### src/rtl/ext_irq_pkg.sv
package ext_irq_pkg;

  typedef enum logic [1:0] {
    SENSE_LOW  = 2'b00,
    SENSE_OFF  = 2'b01,
    SENSE_FALL = 2'b10,
    SENSE_RISE = 2'b11
  } sense_e;

endpackage

### src/rtl/ext_irq_rst_sync.sv
module ext_irq_rst_sync #(
  parameter int STAGES = 2
) (
  input  logic clk_i,
  input  logic rst_ni,
  output logic rst_no
);

  logic [STAGES-1:0] sync_q;
  logic [STAGES-1:0] sync_d;

  always_comb begin
    sync_d = {sync_q[STAGES-2:0], 1'b1};
  end

  always_ff @(posedge clk_i or negedge rst_ni) begin
    if (!rst_ni) begin
      sync_q <= '0;
    end else begin
      sync_q <= sync_d;
    end
  end

  assign rst_no = sync_q[STAGES-1];

endmodule

### src/rtl/ext_irq_pin_unit.sv
module ext_irq_pin_unit
  import ext_irq_pkg::*;
#(
  parameter int SYNC_STAGES = 2
) (
  input  logic   clk_i,
  input  logic   rst_ni,
  input  logic   pin_i,
  input  sense_e sense_i,
  input  logic   clr_i,
  output logic   evt_o,
  output logic   flag_o,
  output logic   level_o
);

  logic [SYNC_STAGES-1:0] sync_q;
  logic [SYNC_STAGES-1:0] sync_d;
  logic                   prev_q;
  logic                   smp;
  logic                   rise;
  logic                   fall;
  logic                   evt;
  logic                   flag_q;
  logic                   flag_d;
  logic                   flag_en;

  assign smp = sync_q[SYNC_STAGES-1];

  // next-state logic
  always_comb begin
    sync_d = {sync_q[SYNC_STAGES-2:0], pin_i};
    rise   = smp & ~prev_q;
    fall   = ~smp & prev_q;
    unique case (sense_i)
      SENSE_FALL: evt = fall;
      SENSE_RISE: evt = rise;
      default:    evt = 1'b0;
    endcase
    flag_en = evt | clr_i;
    // an event overrides a clear in the same cycle
    flag_d  = evt ? 1'b1 : 1'b0;
  end

  // registers
  always_ff @(posedge clk_i or negedge rst_ni) begin
    if (!rst_ni) begin
      sync_q <= '0;
      prev_q <= 1'b0;
    end else begin
      sync_q <= sync_d;
      prev_q <= smp;
    end
  end

  always_ff @(posedge clk_i or negedge rst_ni) begin
    if (!rst_ni) begin
      flag_q <= 1'b0;
    end else if (flag_en) begin
      flag_q <= flag_d;
    end
  end

  assign evt_o   = evt;
  assign flag_o  = flag_q;
  assign level_o = (sense_i == SENSE_LOW) & ~smp;

endmodule

### src/rtl/ext_irq_prio.sv
module ext_irq_prio #(
  parameter int N     = 2,
  parameter int VEC_W = 2
) (
  input  logic [N-1:0]     req_i,
  output logic             valid_o,
  output logic [VEC_W-1:0] vec_o
);

  always_comb begin
    valid_o = 1'b0;
    vec_o   = '0;
    // scan downward so the lowest index wins
    for (int i = N - 1; i >= 0; i--) begin
      if (req_i[i]) begin
        valid_o = 1'b1;
        vec_o   = VEC_W'(i + 1);
      end
    end
  end

endmodule

### src/rtl/ext_irq_ctrl.sv
module ext_irq_ctrl
  import ext_irq_pkg::*;
#(
  parameter int NUM_PINS    = 2,
  parameter int DATA_W      = 8,
  parameter int ADDR_W      = 1,
  parameter int EN_ADDR     = 0,
  parameter int FLAG_ADDR   = 1,
  parameter int SYNC_STAGES = 2,
  parameter int VEC_W       = $clog2(NUM_PINS + 1)
) (
  input  logic                  clk_i,
  input  logic                  rst_ni,
  input  logic [NUM_PINS-1:0]   pin_i,
  input  logic [2*NUM_PINS-1:0] sense_i,
  input  logic                  gie_i,
  input  logic [ADDR_W-1:0]     reg_addr_i,
  input  logic                  reg_we_i,
  input  logic [DATA_W-1:0]     reg_wdata_i,
  output logic [DATA_W-1:0]     reg_rdata_o,
  input  logic                  ack_i,
  input  logic [VEC_W-1:0]      ack_vec_i,
  output logic                  irq_o,
  output logic [VEC_W-1:0]      vec_o
);

  localparam int LSB = DATA_W - NUM_PINS;

  logic                rst_n_sync;
  logic                sel_en;
  logic                sel_flag;
  logic                en_we;
  logic [NUM_PINS-1:0] en_q;
  logic [NUM_PINS-1:0] en_d;
  logic [NUM_PINS-1:0] clr_w;
  logic [NUM_PINS-1:0] evt_w;
  logic [NUM_PINS-1:0] flag_w;
  logic [NUM_PINS-1:0] level_w;
  logic [NUM_PINS-1:0] pend_w;
  logic                prio_valid;
  logic [VEC_W-1:0]    prio_vec;

  ext_irq_rst_sync #(.STAGES(2)) u_rst_sync (
    .clk_i  (clk_i),
    .rst_ni (rst_ni),
    .rst_no (rst_n_sync)
  );

  assign sel_en   = (reg_addr_i == ADDR_W'(EN_ADDR));
  assign sel_flag = (reg_addr_i == ADDR_W'(FLAG_ADDR));

  // enable register
  always_comb begin
    en_we = reg_we_i & sel_en;
    en_d  = reg_wdata_i[DATA_W-1:LSB];
  end

  always_ff @(posedge clk_i or negedge rst_n_sync) begin
    if (!rst_n_sync) begin
      en_q <= '0;
    end else if (en_we) begin
      en_q <= en_d;
    end
  end

  // per-pin detection and flags
  for (genvar g = 0; g < NUM_PINS; g++) begin : g_pin
    assign clr_w[g] = (reg_we_i & sel_flag & reg_wdata_i[LSB+g])
                    | (ack_i & (ack_vec_i == VEC_W'(g + 1)));

    ext_irq_pin_unit #(.SYNC_STAGES(SYNC_STAGES)) u_pin (
      .clk_i   (clk_i),
      .rst_ni  (rst_n_sync),
      .pin_i   (pin_i[g]),
      .sense_i (sense_e'(sense_i[2*g+:2])),
      .clr_i   (clr_w[g]),
      .evt_o   (evt_w[g]),
      .flag_o  (flag_w[g]),
      .level_o (level_w[g])
    );
  end

  assign pend_w = en_q & (flag_w | level_w);

  ext_irq_prio #(.N(NUM_PINS), .VEC_W(VEC_W)) u_prio (
    .req_i   (pend_w),
    .valid_o (prio_valid),
    .vec_o   (prio_vec)
  );

  assign irq_o = gie_i & prio_valid;
  assign vec_o = irq_o ? prio_vec : '0;

  // read mux
  always_comb begin
    reg_rdata_o = '0;
    if (sel_en) begin
      reg_rdata_o[DATA_W-1:LSB] = en_q;
    end else if (sel_flag) begin
      reg_rdata_o[DATA_W-1:LSB] = flag_w;
    end
  end

endmodule

### config.mk
export PLATFORM = sky130hd
export DESIGN_NAME = ext_irq_ctrl
export DESIGN_NICKNAME = d
export VERILOG_FILES = /design/src/rtl/ext_irq_pkg.sv /design/src/rtl/ext_irq_rst_sync.sv /design/src/rtl/ext_irq_pin_unit.sv /design/src/rtl/ext_irq_prio.sv /design/src/rtl/ext_irq_ctrl.sv
export SDC_FILE = /design/constraint.sdc
export NUM_CORES = 1
export LEC_CHECK = 0
export BUFFER_PORTS_ARGS = -buffer_cell sky130_fd_sc_hd__buf_2
export CORE_MARGIN = 2
export CORE_UTILIZATION = 44
export CTS_BUF_LIST = sky130_fd_sc_hd__clkbuf_8
export DETAILED_ROUTE_END_ITERATION = 10
export GPL_TIMING_DRIVEN = 0
export HOLD_SLACK_MARGIN = 0.1
export PLACE_DENSITY = 0.84
export REMOVE_ABC_BUFFERS = 1
export SYNTH_ARGS = -nofsm -noshare
export SYNTH_HDL_FRONTEND = slang
export SYNTH_HIERARCHICAL = 1
export SYNTH_SLANG_ARGS = --single-unit
### constraint.sdc
create_clock -name clk_i -period 1.35 [get_ports clk_i]
set_input_delay 0.135 -clock clk_i [delete_from_list [all_inputs] [get_ports clk_i]]
set_output_delay 0.135 -clock clk_i [all_outputs]
set_load 0.01 [all_outputs]
# Yosys cells after proc, flatten, opt, wreduce, memory -nomap -nowiden
# Cells that the tools add are included.
op_classes:
  n_mux: 10
  bitwise: 24
  n_eq_ne: 6
  n_reduce_logical: 2
op_table:
  columns: ["cell", "count"]
  rows:
  - ["$and A1 B1 Y1", 13]
  - ["$eq A2 B2 Y1 const B", 5]
  - ["$mux W2", 4]
  - ["$not A1 Y1", 5]
  - ["$logic_not A2 Y1", 2]
  - ["$mux W1", 4]
  - ["$or A1 B1 Y1", 4]
  - ["$pmux W1 S2", 2]
  - ["$and A2 B2 Y2", 1]
  - ["$eq A2 B1 Y1 const B", 1]
  - ["$or A2 B2 Y2", 1]
totals:
  output_inout_bits: 11
  in_bits: 22
  regBits: 12
  elab_cells: 50

# Logic depth before layout (Yosys ltp)
# Gate-level depths: netlist of the first run.
logic_depth:
  word_depth: 8
  ltp_mapped: 4
  ltp_nobuf: 4

# By module
# Netlist of the first run, hierarchy kept.
modules_own_cells:
  columns: ["module", "cells_each", "seq_area_each_um2", "n_inst", "area_each_um2"]
  rows:
  - ["ext_irq_pin_unit", 10, 100.1, 2, 145.1]
  - ["ext_irq_ctrl", 25, 50.0, 1, 229.0]
  - ["ext_irq_rst_sync", 3, 50.0, 1, 53.8]
  - ["ext_irq_prio", 3, 0.0, 1, 22.5]

# Worst setup path before layout of the first run
# OpenSTA, ideal clock, no wires.
synth_timing:
  path_type: "reg-to-output"
  startpoint: "reg g_pin[0].u_pin.sync_q[1]"
  endpoint: "out vec_o[1]"
  t_arrival_ns: 1.105
  setup_slack_ns: 0.110
  required_ns: 1.215
  n_path_buf: 0
  stages_incl_launch_ff: 5
  cell_sequence: "dfrtp_1 -> nor3_1 -> o21a_1 -> and2b_2 -> and3_1"
synth_via:
  word_cells_on_any_way: 8
  classes_between: "mux: 3; bitwise: 5"
synth_rtl:
  columns: ["element", "line", "text"]
  rows:
  - ["from (decl)", "ext_irq_pin_unit.sv:16", "logic [SYNC_STAGES-1:0] sync_q;"]
  - ["from (signal assigned)", "ext_irq_pin_unit.sv:50", "sync_q <= sync_d;"]
  - ["$not A1 Y1", "ext_irq_pin_unit.sv:65", "assign level_o = (sense_i == SENSE_LOW) & ~smp;"]
  - ["$and A1 B1 Y1", "ext_irq_pin_unit.sv:65", null]
  - ["net level_w[0]", "ext_irq_ctrl.sv:38", "logic [NUM_PINS-1:0] level_w;"]
  - ["$or A2 B2 Y2", "ext_irq_ctrl.sv:83", "assign pend_w = en_q & (flag_w | level_w);"]
  - ["$and A2 B2 Y2", "ext_irq_ctrl.sv:83", null]
  - ["net pend_w[0]", "ext_irq_ctrl.sv:39", "logic [NUM_PINS-1:0] pend_w;"]
  - ["$mux W2", "ext_irq_prio.sv:15", "if (req_i[i]) begin"]
  - ["net prio_vec[1]", "ext_irq_ctrl.sv:41", "logic [VEC_W-1:0] prio_vec;"]
  - ["$mux W2", "ext_irq_ctrl.sv:92", "assign vec_o = irq_o ? prio_vec : '0;"]
  - ["to (decl)", "ext_irq_ctrl.sv:24", "output logic [VEC_W-1:0] vec_o"]
# The timed path passes the listed nets, and every way through them passes these cells.

# Worst setup path in the final report of the first run
# Ends and elaborated chain as after synthesis.

==> results of run 1 <==
-- layout by cell type (no fill, tap or decap) --
cell           count
nand3_1            4
nand2b_4           1
o21a_1             2
nor3_2             2
and2b_2            1
nand4bb_2          2
buf_6              1
nand4b_1           2
nand3b_1           1
dlygate4sd3_1      3
and2_1             1
or2_1              1
and3_4             1
o21ai_0            1
clkbuf_8           4
mux2_2             2
dfrtp_1           12
conb_1             7
buf_2             19
nand2_1            2
and3_1             1
mux2_4             2
buf_4              3
nand2b_1           2
-- power by group --
| part | internal, mW | switching, mW | total (mW) |
|---|---|---|---|
| logic | 0.102 | 0.0703 | 0.172 |
| clock network | 0.256 | 0.116 | 0.372 |
| registers | 0.392 | 0.0239 | 0.416 |
| total | 0.750 | 0.210 | 0.960 |
-- worst max path at each step --
| stage | startpoint | endpoint | slack, ps | cells after the start |
|---|---|---|---|---|
| 2_1_floorplan | g_pin[0].u_pin/sync_q[1] | vec_o[1] | 120 | 4 |
| 3_3_place_gp | g_pin[0].u_pin/sync_q[1] | vec_o[1] | -30 | 5 |
| 3_5_place_dp | g_pin[0].u_pin/sync_q[1] | vec_o[1] | -40 | 5 |
| 4_1_cts | g_pin[0].u_pin/sync_q[1] | vec_o[1] | -160 | 5 |
| 5_1_grt | g_pin[0].u_pin/sync_q[1] | vec_o[1] | -220 | 5 |
| 6_report | g_pin[0].u_pin/sync_q[1] | vec_o[1] | -140 | 5 |
-- metal layers --
layer / GRT usage (%) / vias to the layer above / wire, µm
met5: 0 / - / 0
met4: 7.50 / 0 / 6
met3: 1.67 / 2 / 64
met2: 22.6 / 20 / 495
met1: 16.3 / 192 / 406
li1: - / 216 / -
-- sequential cells by signal, summed over array words and instances (netlist names) --
| signal | flops |
|---|---|
| g_pin.u_pin/sync_q | 4 |
| g_pin.u_pin/prev_q | 2 |
| g_pin.u_pin/flag_o | 2 |
| u_rst_sync/sync_q | 2 |
| en_q | 2 |
-- metrics by stage --
step | instance area (µm²) | TNS (ps)
2_1_floorplan | 554 | 0
3_3_place_gp | 673 | -28.9
3_5_place_dp | 673 | -35.8
4_1_cts | 786 | -400
5_1_grt | 802 | -586
6_report | 802 | -349
-- critical path: cells and delay by family, from the launching register on --
family,cells,cell delay (ps)
buffers and inverters,1,110
AOI/OAI and AO/OA,1,150
DFF,1,390
and+or+nand+nor,3,480
-- cell type report --
class,instances,area [µm²]
multi-input combinational,35,269
fill,104,467
sequential,12,300
timing repair buffer,26,159
tap,15,18.8
clock buffer,4,55.1
-- what timing repair did --
action                                 CTS  global route
hold buffers                             3             0
setup endpoints to repair                3             3
pin swaps                                3             2
resized for setup                        1             3
endpoints found under the hold margin    4             0
buffers inserted                         3             0
==> results.toml, run 1 <==
[place]
place.gp.congestion = 0.654
dp.cells = 82
dpl_worst_slack_ps = -35.8
dp_hpwl_um = 724
port_buffers = 20

[floorplan]
coreArea_mm2 = 0.00127
std_cell_rows = 13
die_x_um = 40.6
start_util_pct = 46.4
die_area_mm2 = 0.00165
pin_count = 33
die_y_um = 40.6

[detailed_routing]
vias = 430
ant_nets = 0
firstDrtPassIters = 3
drt_iter0_drc = 3
routed_wl_um = 973
wl_per_cell_um = 10.6
viasPerCell = 4.67
drc = 0

[setup_path]
r2r_start = "g_pin[0].u_pin/sync_q[1]"
end_kind = "output pin"
rrSetupSlack_ps = 470
worstReg2RegEnd = "g_pin[0].u_pin/flag_o"
critPathArrivalTime_ps = 1350
required_ps = 1220
crit_slowest_cell = "dfrtp_1"
critPathKind = "reg -> out"
slowest_delay_ps = 390
critPathLaunchType = "register"
cp_cell_sequence = "nor3_2, o21a_1, and2b_2, and3_4, buf_6"
crit_path_max_fanout = 3
reg2reg_depth = 3

[finish]
drive_gt1_share_pct = 49.4
nets = 100
layoutNonFillerInstCount = 92
num_antenna_cells = 0
area_growth_pct = 36.4
fin_util_pct = 63.2

[global_route]
antenna_found_initial = 0
grt_remaining_overflow = 0
grt_pass1_wl_um = 1400
grt_pass1_vias = 344
grt_use_total_pct = 13.4
grt_max_degree = 11

[power_and_ir_drop]
leakagePower_nw = 0.404
peakVddDrop_mv = 0.722
power_density_mw_per_mm2 = 1200
p_total_uw = 960

[job]
maxCapViolCount = 0

[clocking]
htree_levels = 1
cts_tree = "built"
clock_sinks = 12
cts_inserted_buffers = 3
clockBufferDepth = 2
cts-root-buf = "clkbuf_8"
insertion_delay_ps = 230
clkSlewWorstSetupHoldPaths_ps = 50

[yosys]
netlist_instances = 49
syn_area_um2 = 588
avgSynthCellArea_um2 = 12.0
ys.warnings.count = 6

[sta]
finClkSkew_ps = 0.543
min_period_ps = 1490
fin_crit_sh_pct = 110
drv_slew = 0
fin_ws_ps = -138
setup_viol = 3
hold_ws_ps = 148
fmax_mhz = 672
hold_viol_final = 0
rsz0062_at_grt = "yes"

[hold_path]
hold_class = "reg -> async"

[status]
outcome = "finished with violations"
violations = "setup timing"
(Power assumes the default switching activity.)
==> run 2: changes to the inputs <==
--- a/config.mk
+++ b/config.mk
@@ -12,7 +12,7 @@
 export DETAILED_ROUTE_END_ITERATION = 10
 export GPL_TIMING_DRIVEN = 0
 export HOLD_SLACK_MARGIN = 0.1
-export PLACE_DENSITY = 0.84
+export PLACE_DENSITY_LB_ADDON = 0.2
 export REMOVE_ABC_BUFFERS = 1
 export SYNTH_ARGS = -nofsm -noshare
 export SYNTH_HDL_FRONTEND = slang
==> run 2 against run 1 <==
Net effect: the flow still finishes with violations (setup timing); sequential power is essentially flat; clock power grew 1%; clock skew is 1.7 ps higher; critical path depth unchanged; critical path type unchanged.
==> results.toml, run 2 (synthesis results as in run 1) <==
[global_route]
busiest_layer = "met2"
grtUsageMet1_pct = 17.2
grt_pass1_vias = 377
use_met2_pct = 22.2
grt_max_degree = 11
antenna_found_initial = 0
grt_util_met3_pct = 5.00
grt_use_total_pct = 14.3
grt_remaining_overflow = 0
grt_pass1_wl_um = 1460

[sta]
fin_crit_sh_pct = 112
fmax_mhz = 659
hold_viol_final = 0
fin_setup_tns_ps = -436
min_period_ps = 1520
drv_slew = 0
finClkSkew_ps = 2.26
hold_ws_ps = 149
rsz0062_at_grt = "yes"
fin_ws_ps = -167
setup_viol = 3

[power_and_ir_drop]
peakVddDrop_mv = 1.00
p_total_uw = 959
leakagePower_nw = 0.399
power_density_mw_per_mm2 = 1210

[place]
dp_hpwl_um = 705
dp.cells = 82
dpl-instance-area_um2 = 673
dpl_worst_slack_ps = -93.8
port_buffers = 20
place.gp.congestion = 0.609

[setup_path]
critPathLaunchType = "register"
critPathKind = "reg -> out"
worstReg2RegEnd = "g_pin[1].u_pin/flag_o"
r2r_start = "g_pin[1].u_pin/sync_q[1]"
end_kind = "output pin"
required_ps = 1220
reg2reg_depth = 3
rrSetupSlack_ps = 460
critPathArrivalTime_ps = 1380
crit_path_max_fanout = 3

[finish]
layoutNonFillerInstCount = 91
largest_register_ffs = 4
area_growth_pct = 35.1
final_common_cell = "buf_2"
top_register = "g_pin.u_pin/sync_q"
design_area_um2 = 795
fin_util_pct = 62.6
num_antenna_cells = 0
mostFrequentLayoutCells = "19 x buf_2, 12 x dfrtp_1, 7 x conb_1"
drive_gt1_share_pct = 48.7
nets = 99

[clocking]
cts_tree = "built"
clock_sinks = 12
clockBufferDepth = 2
cts-root-buf = "clkbuf_8"
insertion_delay_ps = 230
clkSlewWorstSetupHoldPaths_ps = 50
htree_levels = 1
cts_inserted_buffers = 3

[floorplan]
start_util_pct = 46.4
die_x_um = 40.6
std_cell_rows = 13
die_area_mm2 = 0.00165
die_y_um = 40.6
pin_count = 33
coreArea_mm2 = 0.00127

[status]
violations = "setup timing"
outcome = "finished with violations"

[hold_path]
hold_class = "reg -> async"

[detailed_routing]
vias = 416
viasPerCell = 4.57
drc = 0
firstDrtPassIters = 2
drt_iter0_drc = 1
routed_wl_um = 967
ant_nets = 0
wl_per_cell_um = 10.6

[job]
maxCapViolCount = 0
-- run 2: power breakdown --
group | internal, mW | switching [mW]
registers | 0.392 | 0.0235
clock network | 0.257 | 0.120
logic | 0.0959 | 0.0708
-- run 2: timing repair --
action                     in CTS  in global routing
setup buffers                   2                  0
setup endpoints to repair       3                  3
cloned                          0                  0
hold buffers                    3                  0
resized for setup               4                  0
pin swaps                       3                  2
hold endpoints to repair        4                  0
-- run 2: worst max path at each step --
stage / from / end / slack (ps) / depth (start not counted)
floorplan: g_pin[0].u_pin/sync_q[1] / vec_o[1] / 120 / 4
CTS: g_pin[0].u_pin/sync_q[1] / vec_o[1] / -180 / 5
finish: g_pin[0].u_pin/sync_q[1] / vec_o[1] / -170 / 5
global route: g_pin[0].u_pin/sync_q[1] / vec_o[1] / -230 / 5
global placement: g_pin[0].u_pin/sync_q[1] / vec_o[1] / -60 / 5
detailed placement: g_pin[0].u_pin/sync_q[1] / vec_o[1] / -90 / 5
-- run 2: cell type report --
cell class,count,area [µm²]
fill,111,474
sequential,12,300
multi-input combinational,35,269
timing repair buffer,25,151
clock buffer,4,55.1
tap,15,18.8
-- run 2: metal layers --
metal	routed length, µm	up-vias
met2	457	16
met5	0	-
met4	0	0
met3	61	0
met1	449	186
li1	-	214
-- run 2: worst max-delay path: stages (launching register included) --
cell	delay [ps]
dfrtp_1	390
nor3_2	120
o21a_1	160
and2b_2	210
and3_4	160
buf_6	110
